--- config.mk ---
export PLATFORM = sky130hd
export DESIGN_NAME = ilv_pingpong
export DESIGN_NICKNAME = d
export VERILOG_FILES = /design/src/rtl/ilv_pkg.sv /design/src/rtl/ilv_scan.sv /design/src/rtl/ilv_page_ram.sv /design/src/rtl/ilv_rd_seq.sv /design/src/rtl/ilv_pingpong.sv
export SDC_FILE = /design/constraint.sdc
export NUM_CORES = 1
export LEC_CHECK = 0
export ABC_CLOCK_PERIOD_IN_PS = 4400
export BUFFER_PORTS_ARGS = -buffer_cell sky130_fd_sc_hd__buf_2
export CAP_MARGIN = 15
export CORE_ASPECT_RATIO = 1.25
export CORE_MARGIN = 4
export CORE_UTILIZATION = 30
export DETAILED_ROUTE_END_ITERATION = 10
export PLACE_DENSITY = 0.53
export REMOVE_ABC_BUFFERS = 1
export SLEW_MARGIN = 30
export SYNTH_ARGS = -nofsm -noshare
export SYNTH_HDL_FRONTEND = slang
export SYNTH_SLANG_ARGS = --single-unit
--- constraint.sdc ---
create_clock -name clk -period 4.4 [get_ports clk]
set_input_delay 1.32 -clock clk [delete_from_list [all_inputs] [get_ports clk]]
set_output_delay 1.32 -clock clk [all_outputs]
set_load 0.05 [all_outputs]
--- src/rtl/ilv_pkg.sv ---
package ilv_pkg;

  // Traversal order of a ROWS x COLS page stored row-major.
  typedef enum logic {
    SCAN_ROW_FIRST = 1'b0,  // walk along a row, then step to the next row
    SCAN_COL_FIRST = 1'b1   // walk down a column, then step to the next column
  } scan_order_e;

endpackage

--- src/rtl/ilv_scan.sv ---
module ilv_scan
  import ilv_pkg::*;
#(
  parameter int ROWS = 16,
  parameter int COLS = 24,
  localparam int RW = (ROWS > 1) ? $clog2(ROWS) : 1,
  localparam int CW = (COLS > 1) ? $clog2(COLS) : 1,
  localparam int AW = $clog2(ROWS * COLS)
) (
  input  logic          clk,
  input  logic          rst,
  input  scan_order_e   order,
  input  logic          step,
  input  logic          restart,
  output logic [AW-1:0] addr,
  output logic          at_origin,
  output logic          at_end
);

  logic [RW-1:0] row_q, row_e, row_n;
  logic [CW-1:0] col_q, col_e, col_n;
  logic          row_max, col_max;

  // A restart makes the current position read as the origin.
  always_comb begin
    row_e   = restart ? '0 : row_q;
    col_e   = restart ? '0 : col_q;
    row_max = (row_e == RW'(ROWS - 1));
    col_max = (col_e == CW'(COLS - 1));
    row_n   = row_e;
    col_n   = col_e;
    if (order == SCAN_COL_FIRST) begin
      if (row_max) begin
        row_n = '0;
        col_n = col_max ? '0 : col_e + 1'b1;
      end else begin
        row_n = row_e + 1'b1;
      end
    end else begin
      if (col_max) begin
        col_n = '0;
        row_n = row_max ? '0 : row_e + 1'b1;
      end else begin
        col_n = col_e + 1'b1;
      end
    end
  end

  always_ff @(posedge clk) begin
    if (rst) begin
      row_q <= '0;
      col_q <= '0;
    end else if (step) begin
      row_q <= row_n;
      col_q <= col_n;
    end else if (restart) begin
      row_q <= '0;
      col_q <= '0;
    end
  end

  assign addr      = AW'(row_e) * AW'(COLS) + AW'(col_e);
  assign at_end    = row_max && col_max;
  assign at_origin = (row_q == '0) && (col_q == '0);

  // a step from the final location lands back on the origin
  p_wrap_r1: assert property (@(posedge clk) disable iff (rst)
    (step && !restart && at_end) |=> at_origin);

endmodule

--- src/rtl/ilv_page_ram.sv ---
module ilv_page_ram #(
  parameter int AW = 9
) (
  input  logic          clk,
  input  logic          we,
  input  logic          wpage,
  input  logic [AW-1:0] waddr,
  input  logic          wdata,
  input  logic          re,
  input  logic          rpage,
  input  logic [AW-1:0] raddr,
  output logic          rdata
);

  localparam int WORDS = 2 ** (AW + 1);

  logic mem [WORDS];

  always_ff @(posedge clk) begin
    if (we) mem[{wpage, waddr}] <= wdata;
  end

  always_ff @(posedge clk) begin
    if (re) rdata <= mem[{rpage, raddr}];
  end

  // the filling page and the draining page are never the same one
  p_page_split_r5: assert property (@(posedge clk)
    (we && re) |-> (wpage != rpage));

endmodule

--- src/rtl/ilv_rd_seq.sv ---
module ilv_rd_seq
  import ilv_pkg::*;
#(
  parameter int ROWS = 16,
  parameter int COLS = 24,
  localparam int AW = $clog2(ROWS * COLS)
) (
  input  logic          clk,
  input  logic          rst,
  input  logic          start,
  input  logic          start_page,
  input  scan_order_e   start_order,
  output logic          rd_en,
  output logic          rd_page,
  output logic [AW-1:0] rd_addr,
  output logic          rd_first,
  output logic          rd_last
);

  logic        active_q;
  logic        page_q;
  scan_order_e order_q;
  logic        at_origin, at_end;

  ilv_scan #(.ROWS(ROWS), .COLS(COLS)) u_scan (
    .clk      (clk),
    .rst      (rst),
    .order    (order_q),
    .step     (active_q),
    .restart  (1'b0),
    .addr     (rd_addr),
    .at_origin(at_origin),
    .at_end   (at_end)
  );

  always_ff @(posedge clk) begin
    if (rst) begin
      active_q <= 1'b0;
      page_q   <= 1'b0;
      order_q  <= SCAN_ROW_FIRST;
    end else if (start) begin
      active_q <= 1'b1;
      page_q   <= start_page;
      order_q  <= start_order;
    end else if (rd_last) begin
      active_q <= 1'b0;
    end
  end

  assign rd_en    = active_q;
  assign rd_page  = page_q;
  assign rd_first = active_q && at_origin;
  assign rd_last  = active_q && at_end;

  // a new page is only handed over when the reader is idle or on its final read
  p_start_idle_r5: assert property (@(posedge clk) disable iff (rst)
    start |-> (!active_q || rd_last));

  // the cycle after a hand-over reads the first location of the page
  p_launch_r4: assert property (@(posedge clk) disable iff (rst)
    start |=> (rd_en && rd_first));

endmodule

--- src/rtl/ilv_pingpong.sv ---
module ilv_pingpong
  import ilv_pkg::*;
#(
  parameter int ROWS = 16,
  parameter int COLS = 24
) (
  input  logic clk,
  input  logic rst,
  input  logic deint_mode,
  input  logic in_sym,
  input  logic in_valid,
  input  logic in_sof,
  output logic out_sym,
  output logic out_valid,
  output logic out_sof,
  output logic frame_err
);

  localparam int DEPTH = ROWS * COLS;
  localparam int AW    = $clog2(DEPTH);

  scan_order_e   wr_order, rd_order;
  logic [AW-1:0] wr_addr, rd_addr;
  logic          wr_at_origin, wr_at_end;
  logic          restart, early, swap;
  logic          wr_page_q, filled_q, err_q;
  logic          rd_en, rd_page, rd_first, rd_last;
  logic          ram_q, valid_q, sof_q;
  logic [AW:0]   vcnt_q;

  // Interleave: fill column by column, drain row by row; de-interleave swaps them.
  assign wr_order = deint_mode ? SCAN_ROW_FIRST : SCAN_COL_FIRST;
  assign rd_order = deint_mode ? SCAN_COL_FIRST : SCAN_ROW_FIRST;

  assign restart = in_valid && in_sof;
  assign early   = restart && !wr_at_origin;
  assign swap    = in_valid && wr_at_end;

  ilv_scan #(.ROWS(ROWS), .COLS(COLS)) u_wr_scan (
    .clk      (clk),
    .rst      (rst),
    .order    (wr_order),
    .step     (in_valid),
    .restart  (restart),
    .addr     (wr_addr),
    .at_origin(wr_at_origin),
    .at_end   (wr_at_end)
  );

  always_ff @(posedge clk) begin
    if (rst) begin
      wr_page_q <= 1'b0;
      filled_q  <= 1'b0;
      err_q     <= 1'b0;
    end else begin
      err_q <= early;
      if (swap) begin
        wr_page_q <= ~wr_page_q;
        filled_q  <= 1'b1;
      end
    end
  end

  ilv_rd_seq #(.ROWS(ROWS), .COLS(COLS)) u_rd_seq (
    .clk        (clk),
    .rst        (rst),
    .start      (swap),
    .start_page (wr_page_q),
    .start_order(rd_order),
    .rd_en      (rd_en),
    .rd_page    (rd_page),
    .rd_addr    (rd_addr),
    .rd_first   (rd_first),
    .rd_last    (rd_last)
  );

  ilv_page_ram #(.AW(AW)) u_ram (
    .clk  (clk),
    .we   (in_valid),
    .wpage(wr_page_q),
    .waddr(wr_addr),
    .wdata(in_sym),
    .re   (rd_en),
    .rpage(rd_page),
    .raddr(rd_addr),
    .rdata(ram_q)
  );

  always_ff @(posedge clk) begin
    if (rst) begin
      valid_q <= 1'b0;
      sof_q   <= 1'b0;
    end else begin
      valid_q <= rd_en;
      sof_q   <= rd_first;
    end
  end

  // Output-side run counter used only by the checks below.
  always_ff @(posedge clk) begin
    if (rst)          vcnt_q <= '0;
    else if (valid_q) vcnt_q <= sof_q ? (AW+1)'(1) : vcnt_q + 1'b1;
  end

  assign out_sym   = ram_q;
  assign out_valid = valid_q;
  assign out_sof   = sof_q;
  assign frame_err = err_q;

  // an error pulse is always caused by an accepted frame start one cycle earlier
  p_err_cause_r8: assert property (@(posedge clk) disable iff (rst)
    frame_err |-> $past(in_valid && in_sof));

  // nothing leaves the block before a first page has been filled
  p_no_early_out_r7: assert property (@(posedge clk) disable iff (rst)
    out_valid |-> filled_q);

  // a frame marker only ever appears with a valid symbol
  p_sof_valid_r6: assert property (@(posedge clk) disable iff (rst)
    out_sof |-> out_valid);

  // a new frame marker comes only after a full run of symbols
  p_sof_count_r6: assert property (@(posedge clk) disable iff (rst)
    (out_valid && out_sof) |-> (vcnt_q == '0 || vcnt_q == (AW+1)'(DEPTH)));

  // between markers the run stays inside one frame
  p_mid_count_r6: assert property (@(posedge clk) disable iff (rst)
    (out_valid && !out_sof) |-> (vcnt_q != '0 && vcnt_q < (AW+1)'(DEPTH)));

  // the output only goes quiet at the end of a complete frame
  p_gap_r6: assert property (@(posedge clk) disable iff (rst)
    $fell(out_valid) |-> (vcnt_q == (AW+1)'(DEPTH)));

endmodule

### Word-level counts from Yosys, hierarchy flattened

Memory sizes are Yosys's and may differ from the RTL's. A register that Yosys moved wholly into a read port is not among the register bits.
Cells that the tools add are included.
Widths: inputs -> output; s select.

| word-level totals | value |
|---|---|
| RAM bits | 1024 |
| bits of input ports | 6 |
| memories | 1 |
| word-level logic and storage cells | 65 |
| flip-flop bits (word level) | 25 |
| output and inout port bits | 4 |

Memories:

| memory | words | width | read ports | clocked after Yosys merged registers in | write ports | RTL line | source |
|---|---|---|---|---|---|---|---|
| u_ram.mem | 1024 | 1 | 1 | 1 | 1 | ilv_page_ram.sv:17 | `logic mem [WORDS];` |

| operators by class | value |
|---|---|
| equal/unequal tests | 5 |
| add/subtract/negate cells | 6 |
| bitwise gates (word level) | 1 |
| multiply operators | 2 |
| reductions and logical operators | 18 |
| muxes and demuxes | 21 |

Operators with widths:

| operator | count |
|---|---|
| $mux 5 | 8 |
| $mux 4 | 8 |
| $add 9x5->9 | 2 |
| $mul 4x2->6 const B | 2 |
| $add 5x1->5 const B | 2 |
| $eq 5x5->1 const B | 2 |
| $logic_not 5->1 | 2 |
| $logic_and 1x1->1 | 9 |
| $add 4x1->4 const B | 2 |
| $eq 4x4->1 const B | 2 |
| $logic_not 4->1 | 2 |
| $mux 1 | 5 |
| $reduce_and 2->1 | 2 |
| $reduce_bool 2->1 | 2 |
| $ne 2x2->1 const B | 1 |
| $logic_not 1->1 | 1 |
| $not 1->1 | 1 |

### Logic depth before layout (Yosys ltp)

| logic depth | value |
|---|---|
| depth after elaboration | 7 |
| mapped depth | 15 |
| gate-level depth less buffers | 12 |

### Modules after synthesis

From an unflattened synthesis, not the netlist that was laid out.

| unflattened totals | value |
|---|---|
| cells, all modules | 3336 |
| area total of the unflattened synthesis | 46595.9 µm² |

Modules (own cells, without submodules):

| module | instances | seq. area each (µm²) | cells each | area an instance (µm²) |
|---|---|---|---|---|
| ilv_page_ram | 1 | 30779.5 | 3112 | 44666.6 |
| ilv_scan | 2 | 180.2 | 99 | 833.3 |
| ilv_pingpong | 1 | 80.1 | 13 | 143.9 |
| ilv_rd_seq | 1 | 60.1 | 13 | 118.9 |

### Least setup slack after synthesis

OpenSTA, ideal clock, no wires.

| timing path | value |
|---|---|
| path kind | in2reg |
| from | input in_valid |
| to | memory u_ram.mem[258], enable pin |
| library setup time | 0.300 ns |
| slack | -0.165 ns |
| data required time | 4.100 ns |
| stages | 14 |
| path buffers | 4 |
| arrival | 4.266 ns |
| cell sequence | buf_2 > nand2_1 > clkbuf_1 > and2_1 > ha_1 > fa_1 > and2_1 > and2_1 > a311oi_1 > o221ai_1 > clkbuf_1 > nand3b_1 > clkbuf_1 > nor2_1 |

| on the way | value |
|---|---|
| longest elaborated chain between the ends | 4 |
| elaborated cells between the ends (all ways) | 7 |
| those cells by class | 1 x add/sub; 1 x mul; 4 x mux; 1 x reduce/logical |

Ends and longest elaborated chain:

| what | RTL line | source |
|---|---|---|
| start, declared | ilv_pingpong.sv:11 | `input logic in_valid,` |
| $logic_and 1x1->1 | ilv_pingpong.sv:35 | `assign restart = in_valid && in_sof;` |
| $mux 4 | n/a |  |
| $mul 4x2->6 | ilv_scan.sv:62 | `assign addr = AW'(row_e) * AW'(COLS) + AW'(col_e);` |
| $add 9x5->9 | ilv_scan.sv:62 |  |
| end, declared | ilv_page_ram.sv:17 |  |

Parallel ways exist; a longest one is shown, timed or not.

### Worst setup path in the final report

| timing path | value |
|---|---|
| from | register u_rd_seq.u_scan.row_q[1] |
| to | register u_ram.rdata, read port of u_ram.mem (data pin) |

| on the way | value |
|---|---|
| longest elaborated chain between the ends | 2 |

Ends and longest elaborated chain:

| what | RTL line | source |
|---|---|---|
| start, declared | ilv_scan.sv:20 | `logic [RW-1:0] row_q, row_e, row_n;` |
| start signal, assigned | ilv_scan.sv:54 | `row_q <= row_n;` |
| $mul 4x2->6 | ilv_scan.sv:62 |  |
| $add 9x5->9 | ilv_scan.sv:62 |  |
| end, declared | ilv_page_ram.sv:12 | `output logic rdata` |

Every way passes these cells.
A chain may end at the register's enable or synchronous reset.

==> results.cfg <==
[run_status]
status = finished clean

[flow_run]
drv_cap = 0

[grt]
grt_pass1_vias = 28500
overflow = 0
grt_max_degree = 127
grt_util_all_layers = 0.168
grt_pass1_wl_mm = 197
antenna_found_initial = 5

[routing]
vias = 28300
wl_per_cell_um = 24.8
drtAntennaViolNets = 0
wl_mm = 136
drt-initial-drc-count = 2998
drcViolationCount = 0
first_pass_iters = 5
avgViaCountPerCell = 5.15

[sta]
rsz0062_at_grt = no
max_freq_mhz = 235
fin_crit_sh = 0.966
slew_headroom = 0.449
setup_viol = 0
clock_skew_ns = 0.0267
min_period_ns = 4.25
final_hold_viol_count = 0
drv_slew = 0
worst_pin_slew_ns = 0.827

[pwr]
powerDensity_mw_per_mm2 = 373
ir_worst_vdd_uv = 307
power_mw = 20.1
cellLeakagePower_nw = 15.9

[yosys]
synth_edf_count = 1025
synth_area_mm2 = 0.0461
ys_ff_latch = 1050
ys.flop_type = edfxtp_1
yosys_warnings = 0
synth_cell_types = 70
synthArstFlopShare = 0
postSynthCellCount = 3294
ys_seq_area_frac = 0.678
synth_area_per_cell_um2 = 14.0

[setup_path]
cp-end-kind = flop
path_class = reg2reg
path_max_fanout = 13
critPathArrivalTime_ns = 4.69
crit_required_ns = 4.84
start_kind = flop

[clock_tree]
hold_buffers = 0
cts_buffer_depth = 3
numCtsBuffers = 100
cts_root_buffer = clkbuf_16
insertion_delay_ns = 0.71
clock-sinks = 1050
htree_levels = 3
cts_tree = yes
clk_pin_slew_ns = 0.06

[layout]
postLayoutCellArea_mm2 = 0.0539
layout-drive-gt1-share = 0.199
syn_to_final_growth_pct = 17.0
register_area_mm2 = 0.0313
nNetsFinal = 3405
fillers = 14800
multiInputGateArea_mm2 = 0.0135

[die]
rows = 160
die_h_um = 446
io_pins = 10
dieArea_mm2 = 0.160
die_w_um = 359
core-area_mm2 = 0.153
start_util = 0.302

[placed_design]
place.port_buffers = 9
dp_hpwl_mm = 80.2
gp_congestion = 0.801
dpl_cell_area_mm2 = 0.0506

[worst_hold_path]
hold_class = reg2reg
-- area by class of cell --
class / instances / area share
Multi-Input combinational cell: 1920 / 0.249
Timing Repair Buffer: 281 / 0.0609
Clock inverter: 69 / 0.0135
Tap cell: 2025 / 0.0470
Antenna cell: 1 / 0.0000464
Inverter: 23 / 0.00160
Clock buffer: 117 / 0.0476
Sequential cell: 1050 / 0.580
-- cell usage in the layout, fill, tap and decap left out, drive strengths merged, types with 6 or more instances in the layout --
cell and instances:
a211oi 11, a21oi 34, a221oi 11, a22o 8, a22oi 21, a31oi 7, and2 19, and3 7
buf 281, bufinv 13, clkbuf 117, clkinv 46, dfxtp 25, edfxtp 1025, ha 19, inv 29
mux2i 134, mux4 207, nand2 93, nand3 35, nand3b 23, nor2 1064, nor2b 8, nor3 26
nor4 17, o21ai 17, o221ai 6, o22ai 67, xnor2 12
-- cells by family after synthesis --
| group | Yosys count | share of synthesized area |
|---|---|---|
| simple gates | 1317 | 0.115 |
| flops | 1050 | 0.678 |
| mux | 342 | 0.130 |
| buf+inv | 324 | 0.0330 |
| compound gates | 221 | 0.0327 |
| fa+ha+maj | 23 | 0.00689 |
| xor+xnor | 17 | 0.00323 |
-- cell usage after synthesis (12+ instances only) --
cell | number | area, um2
dfxtp_1 | 25 | 500
a22oi_1 | 21 | 158
nand2_1 | 93 | 349
and2_1 | 18 | 113
nor4_1 | 17 | 106
buf_2 | 45 | 225
nand3_1 | 35 | 175
mux4_2 | 206 | 4640
a21oi_1 | 34 | 170
inv_1 | 19 | 71.3
xnor2_1 | 12 | 105
nand3b_1 | 23 | 173
mux2i_1 | 134 | 1340
ha_1 | 19 | 238
buf_6 | 15 | 169
buf_4 | 16 | 120
o22ai_1 | 67 | 419
clkbuf_1 | 214 | 803
edfxtp_1 | 1025 | 30800
nor2_1 | 1064 | 3990
o21ai_0 | 14 | 70.1
nor3_1 | 26 | 130
-- final timing paths --
| path | start | end | slack, ns | depth (start not counted) |
|---|---|---|---|---|
| max reg2reg | u_rd_seq.u_scan.row_q[1] | u_ram.rdata | 0.15 | 14 |
| max | u_rd_seq.u_scan.row_q[1] | u_ram.rdata | 0.15 | 14 |
| min | u_wr_scan.col_q[4] | u_wr_scan.col_q[4] | 0.53 | 2 |
| min reg2reg | u_wr_scan.col_q[4] | u_wr_scan.col_q[4] | 0.53 | 2 |
-- through the flow --
step | hold slack, ns | util | setup WS (ns) | setup TNS, ns | cells
finish | 0.529 | 0.354 | 0.151 | 0 | 5486
global placement | 0.502 | 0.332 | -0.200 | -29.96 | 5299
floorplan | 0.466 | - | -8.84 | -1011.44 | 2993
CTS | 0.524 | 0.354 | 0.0514 | 0 | 5485
detailed placement | 0.506 | 0.332 | -0.150 | -25.43 | 5299
global route | 0.570 | 0.354 | 0.0877 | 0 | 5486
-- worst max-delay path: stages (launching register included) --
cell and delay [ns]:
dfxtp_1 0.33, inv_1 0.05, ha_1 0.28, inv_1 0.06, fa_2 0.75, buf_12 0.19, buf_4 0.26, nand3_1 0.26
o22a_1 0.39, and4_1 0.25, a41o_1 0.24, or4_1 0.51, o22ai_1 0.14, buf_4 0.16, mux2i_1 0.07
-- what timing repair did --
action / CTS / global route
setup endpoints to repair: 1 / 1
endpoints found under the hold margin: 0 / 0
buffers inserted: 0 / 0
gates cloned: 0 / 0
resized for setup: 1 / 1
-- layer usage --
| metal | vias to the layer above | GRT usage | share of wire |
|---|---|---|---|
| li1 | 12300 | - | - |
| met1 | 14900 | 0.216 | 0.40 |
| met2 | 889 | 0.294 | 0.51 |
| met3 | 207 | 0.0182 | 0.055 |
| met4 | 0 | 0.0567 | 0.031 |
| met5 | - | 0 | 0 |
-- state kept, by name, summed over array words and instances, names as in the netlist, 4 cells and up --
| register | cells |
|---|---|
| u_rd_seq.u_scan.col_q | 5 |
| u_wr_scan.col_q | 5 |
| u_wr_scan.row_q | 4 |
| u_rd_seq.u_scan.row_q | 4 |
| u_ram.mem | 1024 |
-- where the power goes --
part / switching (mW) / leakage (nW) / internal (mW)
registers: 0.00178 / 9.41 / 11.0
logic: 0.235 / 4.90 / 0.0600
clock network: 3.89 / 1.61 / 4.96
total: 4.12 / 15.9 / 16.0
(Power assumes the default switching activity.)
